[config.mk]
export PLATFORM = sky130hd
export DESIGN_NAME = bitband_bridge
export DESIGN_NICKNAME = d
export VERILOG_FILES = /design/src/rtl/bb_pkg.sv /design/src/rtl/bb_alias_decode.sv /design/src/rtl/bb_bit_merge.sv /design/src/rtl/bitband_bridge.sv
export SDC_FILE = /design/constraint.sdc
export NUM_CORES = 1
export LEC_CHECK = 0
export ABC_AREA = 1
export BUFFER_PORTS_ARGS = -buffer_cell sky130_fd_sc_hd__buf_4
export CAP_MARGIN = 10
export CORE_UTILIZATION = 30
export CTS_BUF_LIST = sky130_fd_sc_hd__clkbuf_16
export CTS_CLUSTER_DIAMETER = 150
export DETAILED_ROUTE_END_ITERATION = 12
export MAX_ROUTING_LAYER = met4
export PLACE_DENSITY = 0.57
export REMOVE_ABC_BUFFERS = 1
export SLEW_MARGIN = 0
export SYNTH_ARGS = -nofsm -noshare
export SYNTH_HDL_FRONTEND = slang
export SYNTH_SLANG_ARGS = --single-unit
[constraint.sdc]
create_clock -name clk -period 2.8 [get_ports clk]
set_clock_uncertainty 0.05 [all_clocks]
set_input_delay 0 -clock clk [delete_from_list [all_inputs] [get_ports clk]]
set_output_delay 0 -clock clk [all_outputs]
set_load 0.01 [all_outputs]
[src/rtl/bb_pkg.sv]
package bb_pkg;
  typedef enum logic [2:0] {
    ST_IDLE,
    ST_PASS,
    ST_ALIAS_RD,
    ST_LOCK_RD,
    ST_LOCK_WR
  } bb_state_t;

  localparam logic [1:0] SZ_BYTE = 2'd0;
  localparam logic [1:0] SZ_HALF = 2'd1;
  localparam logic [1:0] SZ_WORD = 2'd2;
endpackage

[src/rtl/bb_alias_decode.sv]
module bb_alias_decode #(
  parameter int          WIN_BITS = 20,
  parameter int          NUM_WIN  = 2,
  parameter logic [NUM_WIN*4-1:0] WIN_TAGS = 8'h42
) (
  input  logic [31:0] addr,
  input  logic [1:0]  size,
  input  logic        fetch,
  output logic        hit,
  output logic        misalign,
  output logic [31:0] tgt_addr,
  output logic [4:0]  bit_idx
);
  import bb_pkg::*;
  localparam int ALIAS_LSB = WIN_BITS + 5;
  localparam int SEL_W     = 28 - ALIAS_LSB;

  logic [NUM_WIN-1:0] win_hit;

  for (genvar w = 0; w < NUM_WIN; w++) begin : g_win
    assign win_hit[w] = (addr[31:28] == WIN_TAGS[w*4 +: 4]) &&
                        (addr[27:ALIAS_LSB] == SEL_W'(1));
  end

  logic [31:0] word_addr;
  logic [31:0] lane_ofs;

  assign hit       = (|win_hit) && !fetch;
  assign misalign  = addr[1:0] != 2'b00;
  assign bit_idx   = addr[6:2];
  assign word_addr = {addr[31:28], {(28-WIN_BITS){1'b0}}, addr[ALIAS_LSB-1:7], 2'b00};

  always_comb begin
    case (size)
      SZ_BYTE: lane_ofs = {30'd0, addr[6:5]};
      SZ_HALF: lane_ofs = {30'd0, addr[6], 1'b0};
      default: lane_ofs = 32'd0;
    endcase
  end

  assign tgt_addr = word_addr | lane_ofs;
endmodule

[src/rtl/bb_bit_merge.sv]
module bb_bit_merge #(
  parameter int DATA_W = 32,
  localparam int IDX_W = $clog2(DATA_W)
) (
  input  logic [DATA_W-1:0] word_in,
  input  logic [IDX_W-1:0]  sel,
  input  logic              new_bit,
  output logic              bit_out,
  output logic [DATA_W-1:0] word_out
);
  assign bit_out = word_in[sel];

  for (genvar i = 0; i < DATA_W; i++) begin : g_bit
    assign word_out[i] = (sel == IDX_W'(i)) ? new_bit : word_in[i];
  end
endmodule

[src/rtl/bitband_bridge.sv]
module bitband_bridge #(
  parameter int                WIN_BITS = 20,
  parameter int                NUM_WIN  = 2,
  parameter logic [NUM_WIN*4-1:0] WIN_TAGS = 8'h42
) (
  input  logic        clk,
  input  logic        rst_n,
  input  logic        req_valid,
  output logic        req_ready,
  input  logic        req_write,
  input  logic        req_fetch,
  input  logic [1:0]  req_size,
  input  logic [31:0] req_addr,
  input  logic [31:0] req_wdata,
  output logic        rsp_valid,
  output logic        rsp_err,
  output logic [31:0] rsp_rdata,
  output logic        mem_valid,
  input  logic        mem_ready,
  output logic        mem_write,
  output logic        mem_lock,
  output logic [1:0]  mem_size,
  output logic [31:0] mem_addr,
  output logic [31:0] mem_wdata,
  input  logic [31:0] mem_rdata
);
  import bb_pkg::*;

  bb_state_t   state_q;
  logic [31:0] addr_q, wdata_q, rd_q;
  logic [1:0]  size_q;
  logic        write_q;
  logic [4:0]  bit_q;

  logic        dec_hit, dec_mis;
  logic [31:0] dec_tgt;
  logic [4:0]  dec_bit;

  bb_alias_decode #(.WIN_BITS(WIN_BITS), .NUM_WIN(NUM_WIN), .WIN_TAGS(WIN_TAGS)) u_dec (
    .addr(req_addr), .size(req_size), .fetch(req_fetch),
    .hit(dec_hit), .misalign(dec_mis), .tgt_addr(dec_tgt), .bit_idx(dec_bit)
  );

  logic        rd_bit;
  logic [31:0] merged;
  logic        sel_bit_live;
  logic [31:0] merged_unused;

  bb_bit_merge #(.DATA_W(32)) u_merge (
    .word_in(rd_q), .sel(bit_q), .new_bit(wdata_q[0]),
    .bit_out(rd_bit), .word_out(merged)
  );

  bb_bit_merge #(.DATA_W(32)) u_extract (
    .word_in(mem_rdata), .sel(bit_q), .new_bit(1'b0),
    .bit_out(sel_bit_live), .word_out(merged_unused)
  );

  logic accept, beat_done;
  assign req_ready = (state_q == ST_IDLE);
  assign accept    = req_valid && req_ready;
  assign mem_valid = (state_q != ST_IDLE);
  assign beat_done = mem_valid && mem_ready;
  assign mem_addr  = addr_q;
  assign mem_size  = size_q;
  assign mem_lock  = (state_q == ST_LOCK_RD) || (state_q == ST_LOCK_WR);
  assign mem_write = (state_q == ST_PASS) ? write_q : (state_q == ST_LOCK_WR);
  assign mem_wdata = (state_q == ST_LOCK_WR) ? merged : wdata_q;

  always_ff @(posedge clk or negedge rst_n) begin
    if (!rst_n) begin
      state_q   <= ST_IDLE;
      addr_q    <= '0;
      wdata_q   <= '0;
      rd_q      <= '0;
      size_q    <= SZ_WORD;
      write_q   <= 1'b0;
      bit_q     <= '0;
      rsp_valid <= 1'b0;
      rsp_err   <= 1'b0;
      rsp_rdata <= '0;
    end else begin
      rsp_valid <= 1'b0;
      rsp_err   <= 1'b0;
      case (state_q)
        ST_IDLE: if (accept) begin
          size_q  <= req_size;
          write_q <= req_write;
          wdata_q <= req_wdata;
          bit_q   <= dec_bit;
          if (dec_hit && dec_mis) begin
            rsp_valid <= 1'b1;
            rsp_err   <= 1'b1;
            rsp_rdata <= '0;
          end else if (dec_hit) begin
            addr_q  <= dec_tgt;
            state_q <= req_write ? ST_LOCK_RD : ST_ALIAS_RD;
          end else begin
            addr_q  <= req_addr;
            state_q <= ST_PASS;
          end
        end
        ST_PASS: if (beat_done) begin
          rsp_valid <= 1'b1;
          rsp_rdata <= write_q ? 32'd0 : mem_rdata;
          state_q   <= ST_IDLE;
        end
        ST_ALIAS_RD: if (beat_done) begin
          rsp_valid <= 1'b1;
          rsp_rdata <= {31'd0, sel_bit_live};
          state_q   <= ST_IDLE;
        end
        ST_LOCK_RD: if (beat_done) begin
          rd_q    <= mem_rdata;
          state_q <= ST_LOCK_WR;
        end
        ST_LOCK_WR: if (beat_done) begin
          rsp_valid <= 1'b1;
          rsp_rdata <= 32'd0;
          state_q   <= ST_IDLE;
        end
        default: state_q <= ST_IDLE;
      endcase
    end
  end

  // Assertions next to the logic they guard
  assert_lock_pair_R5: assert property (@(posedge clk) disable iff (!rst_n)
    (beat_done && mem_lock && !mem_write) |=>
      (mem_valid && mem_write && mem_lock && $stable(mem_addr)));

  assert_busy_no_ready_R6: assert property (@(posedge clk) disable iff (!rst_n)
    mem_valid |-> !req_ready);

  assert_hold_fields_R11: assert property (@(posedge clk) disable iff (!rst_n)
    (mem_valid && !mem_ready) |=>
      (mem_valid && $stable(mem_addr) && $stable(mem_write) &&
       $stable(mem_size) && $stable(mem_wdata)));

  assert_misalign_err_R8: assert property (@(posedge clk) disable iff (!rst_n)
    (accept && dec_hit && dec_mis) |=> (rsp_valid && rsp_err && !mem_valid));

  assert_single_bit_change_R4: assert property (@(posedge clk) disable iff (!rst_n)
    (mem_valid && mem_write && mem_lock) |-> ($countones(mem_wdata ^ rd_q) <= 1));

  assert_alias_rd_bit0_R3: assert property (@(posedge clk) disable iff (!rst_n)
    (state_q == ST_ALIAS_RD && beat_done) |=> (rsp_valid && rsp_rdata[31:1] == 31'd0));

  logic unused_ok;
  assign unused_ok = rd_bit ^ (|merged_unused);
endmodule

### Yosys cells after proc, flatten, opt, wreduce, memory -nomap -nowiden

Index checks and enable logic that the tools add are counted.

| operators by class | value |
|---|---|
| equality and inequality tests | 47 |
| multiplexer cells | 57 |
| reductions and logical operators | 21 |
| bitwise operators | 2 |
| magnitude comparators | 1 |

Operator list:

| cell | count |
|---|---|
| two-way mux 32 bit | 8 |
| case mux 32 bit (4 select lines) | 1 |
| == test 5 bit, second input constant | 16 |
| == test 5 x 4 -> 1 bit, second input constant | 8 |
| two-way mux 1 bit | 39 |
| bitwise OR 32 x 2 -> 32 bit | 1 |
| == test 5 x 3 -> 1 bit, second input constant | 4 |
| two-way mux 3 bit | 4 |
| == test 5 x 2 -> 1 bit, second input constant | 2 |
| != test 2 bit, second input constant | 5 |
| case mux 3 bit (3 select lines) | 1 |
| == test 3 x 1 -> 1 bit, second input constant | 2 |
| == test 3 x 2 -> 1 bit, second input constant | 2 |
| logical AND 1 bit | 6 |
| less-than comparator 5 x 6 -> 1 bit, second input constant | 1 |
| != test 2 x 1 -> 1 bit, second input constant | 3 |
| AND reduction 6 bit | 1 |
| binary-select mux 1 bit (select 5 bit) | 1 |
| == test 5 x 1 -> 1 bit, second input constant | 1 |
| zero test 5 bit | 1 |
| == test 4 x 2 -> 1 bit, second input constant | 1 |
| == test 4 x 3 -> 1 bit, second input constant | 1 |
| case mux 2 bit (2 select lines) | 1 |
| AND reduction 2 bit | 2 |
| other kinds (16) | 16 |

| word-level totals | value |
|---|---|
| logic and storage cells | 138 |
| bits of input ports | 104 |
| output and inout bits | 104 |
| bits in registers | 141 |

### Logic depth before layout (Yosys ltp)

Gate-level depths: netlist (run 1).

| depth | value |
|---|---|
| depth in word-level cells | 8 |
| depth in mapped cells | 12 |

### Hierarchy

Synthesis (run 1) repeated with hierarchy kept, for this count alone.

| unflattened totals | value |
|---|---|
| cells, all modules | 1269 |
| area, all modules | 8745.9 um2 |

Modules (own cells, without submodules):

| module | cells each | area each (um2) | sequential area each (um2) | instances |
|---|---|---|---|---|
| bitband_bridge | 807 | 6556.3 | 3529.6 | 1 |
| bb_bit_merge | 206 | 929.6 | 0.0 | 2 |
| bb_alias_decode | 50 | 330.3 | 0.0 | 1 |

### Least setup slack after synthesis (run 1)

Ideal clock, no wire load.

| timing path | value |
|---|---|
| path type | reg-to-reg |
| from | register state_q[0] |
| to | register rsp_rdata[22] |
| setup time | 126 ps |
| stages on the path, launching flop included | 10 |
| buffers on the path | 1 |
| arrival time | 1312 ps |
| path slack | 1312 ps |
| period minus slack after synthesis | 1488 ps |
| cell sequence | dfrtp_1 -> nor2_4 -> nand2_4 -> nor2_8 -> nand3_2 -> nand2_2 -> inv_2 -> buf_2 -> nand2_1 -> o31ai_2 |

| on the way | value |
|---|---|
| cells in the longest elaborated chain, start to end | 4 |
| elaborated cells between the ends (all ways) | 15 |
| those cells by class | eq/ne (8); mux (1); reduce/logical (6) |

RTL lines:

| what | RTL line | RTL |
|---|---|---|
| from (decl) | bitband_bridge.sv:29 | `bb_state_t state_q;` |
| from (signal assigned) | bitband_bridge.sv:97 | `state_q <= req_write ? ST_LOCK_RD : ST_ALIAS_RD;` |
| nonzero test 3 bit (*) | bitband_bridge.sv:62 | `assign mem_valid = (state_q != ST_IDLE);` |
| net mem_valid | bitband_bridge.sv:18 | `output logic mem_valid,` |
| logical AND 1 bit (*) | bitband_bridge.sv:63 | `assign beat_done = mem_valid && mem_ready;` |
| != test 2 bit (no source line) | -- |  |
| AND reduction 6 bit (no source line) (*) | -- |  |
| to (signal assigned) | bitband_bridge.sv:105 | `rsp_rdata <= write_q ? 32'd0 : mem_rdata;` |
| to (signal assigned) | bitband_bridge.sv:110 | `rsp_rdata <= {31'd0, sel_bit_live};` |
| to (decl) | bitband_bridge.sv:17 | `output logic [31:0] rsp_rdata,` |

Mark *: on every way through the listed nets, which the timed path passes. The rest lies on a longest branch.
A chain may end at the register's enable or synchronous reset.

### Worst setup path after layout (run 1)

| timing path | value |
|---|---|
| from | input port req_addr[30] |
| to | register rsp_rdata[13] |

| on the way | value |
|---|---|
| cells in the longest elaborated chain, start to end | 7 |
| elaborated cells between the ends (all ways) | 9 |
| those cells by class | eq/ne (3); reduce/logical (6) |

RTL lines:

| what | RTL line | RTL |
|---|---|---|
| from (decl) | bitband_bridge.sv:13 | `input logic [31:0] req_addr,` |
| == test 4 x 2 -> 1 bit or == test 4 x 3 -> 1 bit (tied branches) | bb_alias_decode.sv:21 | `assign win_hit[w] = (addr[31:28] == WIN_TAGS[w*4 +: 4]) &&` |
| logical AND 1 bit | bb_alias_decode.sv:21 |  |
| OR reduction 2 bit (*) | bb_alias_decode.sv:28 | `assign hit = (\|win_hit) && !fetch;` |
| logical AND 1 bit (*) | bb_alias_decode.sv:28 |  |
| logical AND 1 bit (*) | bitband_bridge.sv:91 | `if (dec_hit && dec_mis) begin` |
| != test 2 x 1 -> 1 bit (no source line) (*) | -- |  |
| AND reduction 6 bit (no source line) (*) | -- |  |

Every way passes the cells marked *; elsewhere a longest branch is shown, timed or not.

==> results of run 1 <==
[flip-flops by register name (all words and copies together) (netlist names)]
register	cells
mem_addr	32
rd_q	32
rsp_rdata	32
wdata_q	32
bit_q	5
state_q	3
mem_size	2
rsp_err	1
rsp_valid	1
write_q	1
[cell families after synthesis]
logic type / synth area share
AOI/OAI and AO/OA: 0.130
buffers and inverters: 0.0642
DFF: 0.504
muxes: 0.0215
and+or+nand+nor: 0.280
[layer usage]
metal  global-route usage  vias up  wire length [µm]  part of all wire
li1                     -     3438                 -                 -
met1                0.284     3273             11000              0.46
met2                0.330      248             11200              0.46
met3               0.0474       25              1600             0.067
met4               0.0490        0               288             0.012
met5                    -        -                 0                 0
[final timing paths]
kind | from | to | slack [ns] | cells past startpoint
setup / recovery | req_addr[30] | rsp_rdata[13] | 0.19 | 12
hold / removal | req_valid | state_q[0] | 0.04 | 4
setup reg to reg | state_q[0] | mem_addr[14] | 0.50 | 7
hold reg to reg | wdata_q[11] | wdata_q[11] | 0.42 | 2
max in group asynchronous | rst_n | mem_size[1] | 1.76 | 3
min in group asynchronous | rst_n | rsp_rdata[29] | 0.06 | 2
[cell type report]
class | instances | area (µm²) | share of cell area
Sequential cell | 141 | 3530 | 0.335
Clock buffer | 17 | 425 | 0.0404
Timing Repair Buffer | 325 | 2720 | 0.258
Tap cell | 313 | 392 | 0.0372
Clock inverter | 15 | 243 | 0.0230
Multi-Input combinational cell | 640 | 3020 | 0.287
Inverter | 55 | 206 | 0.0196
[Yosys cell counts]
master      n
nor2_4      2
dfrtp_1   140
inv_1      48
o31ai_1     1
nor3_1     22
nand2_4     1
clkbuf_1   21
nand2_1   370
inv_2       4
o21ai_0    72
clkinv_1    3
o31ai_2    19
nor2_1     55
nor3_2      1
nand4_1     2
nor2_8      1
buf_6       5
nand2_2     3
buf_4       2
o211ai_1   12
buf_1       6
a31oi_1    20
buf_2      14
a21oi_1    18
or2_2       2
dfstp_2     1
nand3_1    27
mux2_2      4
nand3_2     1
mux2_4      7
[per-stage QoR]
stage / std cells / setup WS, ns / util
2_1_floorplan: 836 / 0.251 / -
3_3_place_gp: 1370 / 0.563 / 0.387
3_5_place_dp: 1370 / 0.509 / 0.387
4_1_cts: 1506 / 0.181 / 0.462
5_1_grt: 1506 / 0.0449 / 0.463
6_report: 1506 / 0.193 / 0.463
[critical path, stage by stage]
cell and delay [ns]:
dlygate4sd3_1 0.53, buf_4 0.13, inv_1 0.06, nand2_1 0.05, nand4_1 0.10, nor2_4 0.07
dlygate4sd3_1 0.62, nand3_2 0.11, nand2_2 0.06, inv_2 0.77, nand2_1 0.17, o31ai_2 0.10
[power breakdown]
part           switching, W  total (W)  leakage [nW]  internal, W
registers          0.000570    0.00343          1.80      0.00286
clock network      0.000938    0.00261         0.333      0.00168
logic               0.00242    0.00424          3.28      0.00182
[repair_timing]
| action | CTS | global route |
|---|---|---|
| resized for setup | 0 | 1 |
| hold endpoints to repair | 191 | 0 |
| hold buffers | 104 | 0 |
| endpoints found under the setup margin | 0 | 2 |
==> reports/metrics.csv, run 1 <==
metric,value,unit
globalRouteTotalUtil,0.213,
power.total,0.0103,W
synth_top_area_share,0.501,
die_w,155,µm
slew_violations,0,
cp_data_arrival_time,2.88,ns
drcViolationCount,0,
die_area,23900,µm²
ios,208,
p_leak,5.41,nW
critPathRequiredTime,3.07,ns
hold_slack,0.0411,ns
hold_violations,0,
post-route-min-period,2.61,ns
end_kind,flop,
fillCellCount,2219,
htree_levels,4,
post_cts_buffers,0,
synth-seq-cells,141,
period_share,0.931,
ant_nets,0,
critPathKind,in -> reg,
synth_warnings,0,
diodes,0,
clkTransAtPathRegs,0.06,ns
cts_num_sinks,141,
clock_latency,0.41,ns
layout_common_cells,"369 x nand2_1, 219 x buf_4, 139 x dfrtp_1",
fmax,0.384,GHz
synthToLayoutAreaGrowth,50.5,%
min_path_type,in -> reg,
synth_cells,884,
overflow,0,
critPathLaunchType,primary input,
nets,1284,
crit_fanout,52,
drtPass1Iterations,5,
coreArea,22800,µm²
cts_made_buffers,17,
port_buffers,207,
routed_wl,24000,µm
vias_per_cell,4.64,
p_per_area,976,nW/µm²
dp_hpwl,16100,µm
ir_drop,0.000441,V
worstMarginPinSlew,1.25,ns
synth.largest_area_cell,dfrtp_1,
grt_pass1_wl,38100,µm
die_height,155,µm
cts_tree,built,
grt_setup_unrepaired,no,
drt_iter0_drc,462,
synthTopCellsByArea,"dfrtp_1 50%, nand2_1 20%, o21ai_0 5.1%, o31ai_2 3.4%, nor2_1 3.0%",
grt_pass1_vias,6927,
syn-cell-area,7000,µm²
placed_area,8820,µm²
finalSetupTns,0,ns
avgRoutedWirePerCell,16.0,µm
postSynthAreaPerCell,7.92,µm²
maxCapViolations,0,
final_area,10500,µm²
max_slew_margin,0.168,
vias,6984,
seq_area_frac_synth,0.504,
row_count,55,
setup_viol,0,
final_layout_size_suffix_gt1_frac,0.251,
cts-root-buf,clkbuf_16,
antenna_found_initial,0,
start_util,0.307,
gp_congestion,0.839,
grt_max_degree,90,
cts_buffer_depth,2,
mostFrequentLayoutCell,nand2_1,
outcome,"complete, no violations",
synth_cell_type_count,30,
Power figures use the tool's default switching activity.
==> run 2: changes to the inputs <==
CORE_ASPECT_RATIO = 0.75   (was unset)
RECOVER_POWER = 50   (was unset)
==> reports/metrics.csv, run 2 (same netlist as run 1, synthesis figures left out) <==
metric,value,unit
final_area,10200,µm²
drtPass1Iterations,7,
worst-path-buf-inv,2,
outcome,finished with violations,
hold_violations,0,
slew_violations,75,
whs_endpoint,wdata_q[30],
max_stage_delay,0.55,ns
drt_iter0_drc,503,
globalRouteTotalUtil,0.213,
vias,7046,
diodes,0,
die_height,134,µm
layout_common_cells,"369 x nand2_1, 154 x buf_4, 139 x dfrtp_1",
grt_max_degree,75,
final_layout_size_suffix_gt1_frac,0.194,
cts-root-buf,clkbuf_16,
end_kind,output pin,
worstMarginPinSlew,1.88,ns
cp_data_arrival_time,2.51,ns
p_per_area,937,nW/µm²
ios,208,
post-route-min-period,2.56,ns
crit_family,simple AND/OR/NAND/NOR gates,
start_util,0.312,
fillCellCount,2309,
ir_drop,0.000471,V
dp_hpwl,16600,µm
ff2ff_setup_slack,0.47,ns
overflow,0,
clkTransAtPathRegs,0.06,ns
clock_latency,0.42,ns
maxCapViolations,1,
grt_pass1_wl,38100,µm
cts_made_buffers,17,
vias_per_cell,4.72,
cts_num_sinks,141,
synthToLayoutAreaGrowth,45.8,%
timing.rr.start,state_q[0],
r2r_end,mem_addr[1],
die_w,178,µm
fmax,0.390,GHz
port_buffers,207,
antenna_found_initial,0,
mostFrequentLayoutCell,nand2_1,
placed_area,8830,µm²
finalSetupTns,0,ns
cts_buffer_depth,2,
path_cells,nor2_1 -> inv_1 -> nor3_1 -> a21oi_1 -> o21ai_0 -> nand2_1 -> buf_4,
holdPathStages,4,
min_path_type,in -> reg,
routed_wl,24200,µm
crit_fanout,18,
critPathLaunchType,flop,
cts_tree,built,
coreArea,22500,µm²
critical-path-slowest-cell,dfrtp_2,
p_leak,5.12,nW
htree_levels,4,
period_share,0.916,
grt_setup_unrepaired,no,
ant_nets,0,
hp-start,req_wdata[30],
violations,"max-capacitance violations, max-slew violations",
critPathKind,reg -> out,
die_area,23900,µm²
setup_viol,0,
max_slew_margin,-0.255,
avgRoutedWirePerCell,16.2,µm
grt_pass1_vias,6951,
critPathRequiredTime,2.75,ns
nets,1295,
drcViolationCount,0,
row_count,47,
gp_congestion,0.840,
reg2reg_depth,8,
run 2: cell count changes in the layout (fill, tap and decap cells not counted), moves of 3 or more:
cell           before  now
bufinv_16           6    2
clkbuf_1            0   67
dlygate4sd3_1     104  110
clkbuf_2            0    5
inv_6               3    0
buf_4             219  154
run 2: worst max path at each step:
stage,from,end,slack [ns],cells past startpoint
floorplan,state_q[0],rsp_rdata[13],0.25,8
global placement,state_q[0],rsp_rdata[25],0.50,9
detailed placement,state_q[0],rsp_rdata[17],0.45,9
CTS,req_addr[30],rsp_rdata[25],0.06,12
global route,bit_q[1],mem_wdata[10],0.02,8
finish,bit_q[0],mem_wdata[12],0.24,7
run 2: final cells by class:
cell class | count | area, µm² | area share
timing repair buffer | 336 | 2530 | 0.248
inverter | 55 | 211 | 0.0207
clock inverter | 11 | 106 | 0.0104
multi-input combinational | 640 | 3020 | 0.296
clock buffer | 17 | 425 | 0.0417
sequential | 141 | 3530 | 0.346
tap | 294 | 368 | 0.0361
run 2: routing by layer:
| layer | global-route usage | vias to the layer above | wire, µm |
|---|---|---|---|
| li1 | - | 3465 | - |
| met1 | 0.307 | 3325 | 12300 |
| met2 | 0.307 | 238 | 10400 |
| met3 | 0.0374 | 18 | 1310 |
| met4 | 0.0537 | 0 | 265 |
| met5 | - | - | 0 |
run 2: power by group:
| group | switching [W] | internal [W] | leakage, nW | total, W |
|---|---|---|---|---|
| clock | 0.000865 | 0.00127 | 0.262 | 0.00214 |
| sequential | 0.000525 | 0.00286 | 1.80 | 0.00338 |
| combinational | 0.00249 | 0.00154 | 3.06 | 0.00403 |
| total | 0.00388 | 0.00567 | 5.12 | 0.00955 |
run 2: repair_timing:
action,CTS,global route
setup buffers,0,0
endpoints found under the hold margin,209,0
gates resized for setup,0,6
setup endpoints to repair,0,40
hold buffers,110,0
run 2: worst min-delay path, cell delays in order:
cell,delay (ns)
dlygate4sd3_1,0.52
buf_4,0.10
nand2_1,0.04
nand2_1,0.05
run 2: through the flow:
step | cells | total power [W] | utilization | setup slack, ns | hold slack (ns)
2_1_floorplan | 836 | 0.00546 | - | 0.251 | -0.346
3_3_place_gp | 1356 | 0.00755 | 0.393 | 0.498 | 0.0292
3_5_place_dp | 1356 | 0.00761 | 0.393 | 0.453 | 0.0300
4_1_cts | 1494 | 0.00997 | 0.466 | 0.0637 | 0.150
5_1_grt | 1494 | 0.0102 | 0.454 | 0.0218 | 0.264
6_report | 1494 | 0.00955 | 0.454 | 0.235 | 0.258
==> run 3: changes to the inputs <==
CORE_UTILIZATION = 40   (was 30)
PLACE_DENSITY = 0.7   (was 0.57)
==> reports/metrics.csv, run 3 (same netlist as run 1, synthesis figures left out) <==
metric,value,unit
post_cts_buffers,0,
cts-root-buf,clkbuf_16,
preCtsSetupSlack,0.479,ns
violations,"max-capacitance violations, max-slew violations",
cts_num_sinks,141,
final_cells,1429,
critPathRequiredTime,3.05,ns
drtPass1Iterations,5,
clkTransAtPathRegs,0.06,ns
die_area,18000,µm²
die_height,117,µm
hp-start,req_valid,
fmax,0.389,GHz
nets,1286,
die_w,155,µm
overflow,0,
fillCellCount,1577,
multi_input_area,3030,µm²
period_share,0.918,
maxCapViolations,1,
setup_viol,0,
avgRoutedWirePerCell,16.0,µm
grt_pass1_wl,35600,µm
antenna_found_initial,0,
grt_pass1_vias,6752,
htree_levels,4,
clock_latency,0.41,ns
final_core_util,0.591,
cts_tree,built,
ios,208,
r2r_end,mem_addr[9],
post-route-min-period,2.57,ns
drt_iter0_drc,526,
setup_ws,0.229,ns
timing.rr.start,state_q[0],
vias,7120,
reg2reg_depth,8,
drcViolationCount,0,
whs_endpoint,wdata_q[6],
grt_setup_unrepaired,no,
cp_data_arrival_time,2.82,ns
ff2ff_setup_slack,0.32,ns
cts_made_buffers,17,
holdPathStages,5,
final_layout_size_suffix_gt1_frac,0.188,
mostFrequentLayoutCell,nand2_1,
routed_wl,22900,µm
grt_max_degree,64,
ir_drop,0.000485,V
worstMarginPinSlew,1.59,ns
critPathLaunchType,primary input,
gp_congestion,0.855,
vias_per_cell,4.98,
hold_violations,0,
dp.cells,1293,
dp_hpwl,15400,µm
start_util,0.412,
finalSetupTns,0,ns
p_per_area,932,nW/µm²
power.total,0.00935,W
synthToLayoutAreaGrowth,43.4,%
regArea,3530,µm²
cts_buffer_depth,2,
row_count,41,
globalRouteTotalUtil,0.265,
max_slew_margin,-0.0627,
critPathKind,in -> reg,
crit_fanout,41,
p_leak,5.07,nW
slew_violations,64,
min_path_type,in -> reg,
layout_common_cells,"370 x nand2_1, 151 x buf_4, 140 x dfrtp_1",
coreArea,17000,µm²
end_kind,flop,
outcome,finished with violations,
port_buffers,207,
ant_nets,0,
diodes,0,
## run 3: cell types whose count changed in the layout (fill, tap and decap cells not counted), moves of 2 or more
cell,delta
dlygate4sd3_1,-4
buf_4,-3
clkbuf_2,-3
clkinv_1,+3
nand2_2,-2
## run 3: final cells by class
class                           instances  area share
Clock buffer                           17      0.0424
Clock inverter                         13     0.00860
Inverter                               55      0.0211
Multi-Input combinational cell        640       0.302
Sequential cell                       141       0.352
Tap cell                              236      0.0294
Timing Repair Buffer                  327       0.245
## run 3: critical path, stage by stage
cell           delay [ns]
dlygate4sd3_1        0.54
buf_4                0.14
nor2_1               0.09
nand3_1              0.16
nor2_4               0.15
buf_4                0.30
nand2_1              0.18
nand2_4              0.21
inv_4                0.19
nor2_1               0.18
a31oi_1              0.08
dlygate4sd3_1        0.59
## run 3: per-layer routing
metal	routed length [µm]	track usage
met2	10400	0.404
met1	11000	0.371
met5	0	-
met4	184	0.0568
met3	1330	0.0479
## run 3: worst max path at each step
stage,start,end,depth (start not counted)
after floorplan,state_q[0],rsp_rdata[13],8
after global placement,state_q[0],rsp_rdata[28],9
after detailed placement,state_q[0],rsp_rdata[29],9
after CTS,req_addr[27],mem_addr[0],12
after global routing,bit_q[1],mem_wdata[10],8
final,req_addr[27],mem_addr[9],12
## run 3: power breakdown
part | leakage [nW] | switching [W] | total (W) | internal [W]
registers | 1.80 | 0.000539 | 0.00340 | 0.00286
logic | 3.02 | 0.00243 | 0.00392 | 0.00149
clock network | 0.254 | 0.000851 | 0.00203 | 0.00118
total | 5.07 | 0.00382 | 0.00935 | 0.00553
## run 3: repair_timing
item | 4_1_cts | 5_1_grt
setup endpoints to repair | 0 | 23
hold buffers | 106 | 0
hold endpoints to repair | 200 | 0
gates resized for setup | 0 | 6
## run 3: per-stage QoR
stage,instance area (µm²),hold slack (ns)
final,10000,0.0400
after global routing,10000,0.0420
after CTS,10300,0.0231
after detailed placement,8730,-0.0241
after global placement,8730,-0.0221
after floorplan,6760,-0.346
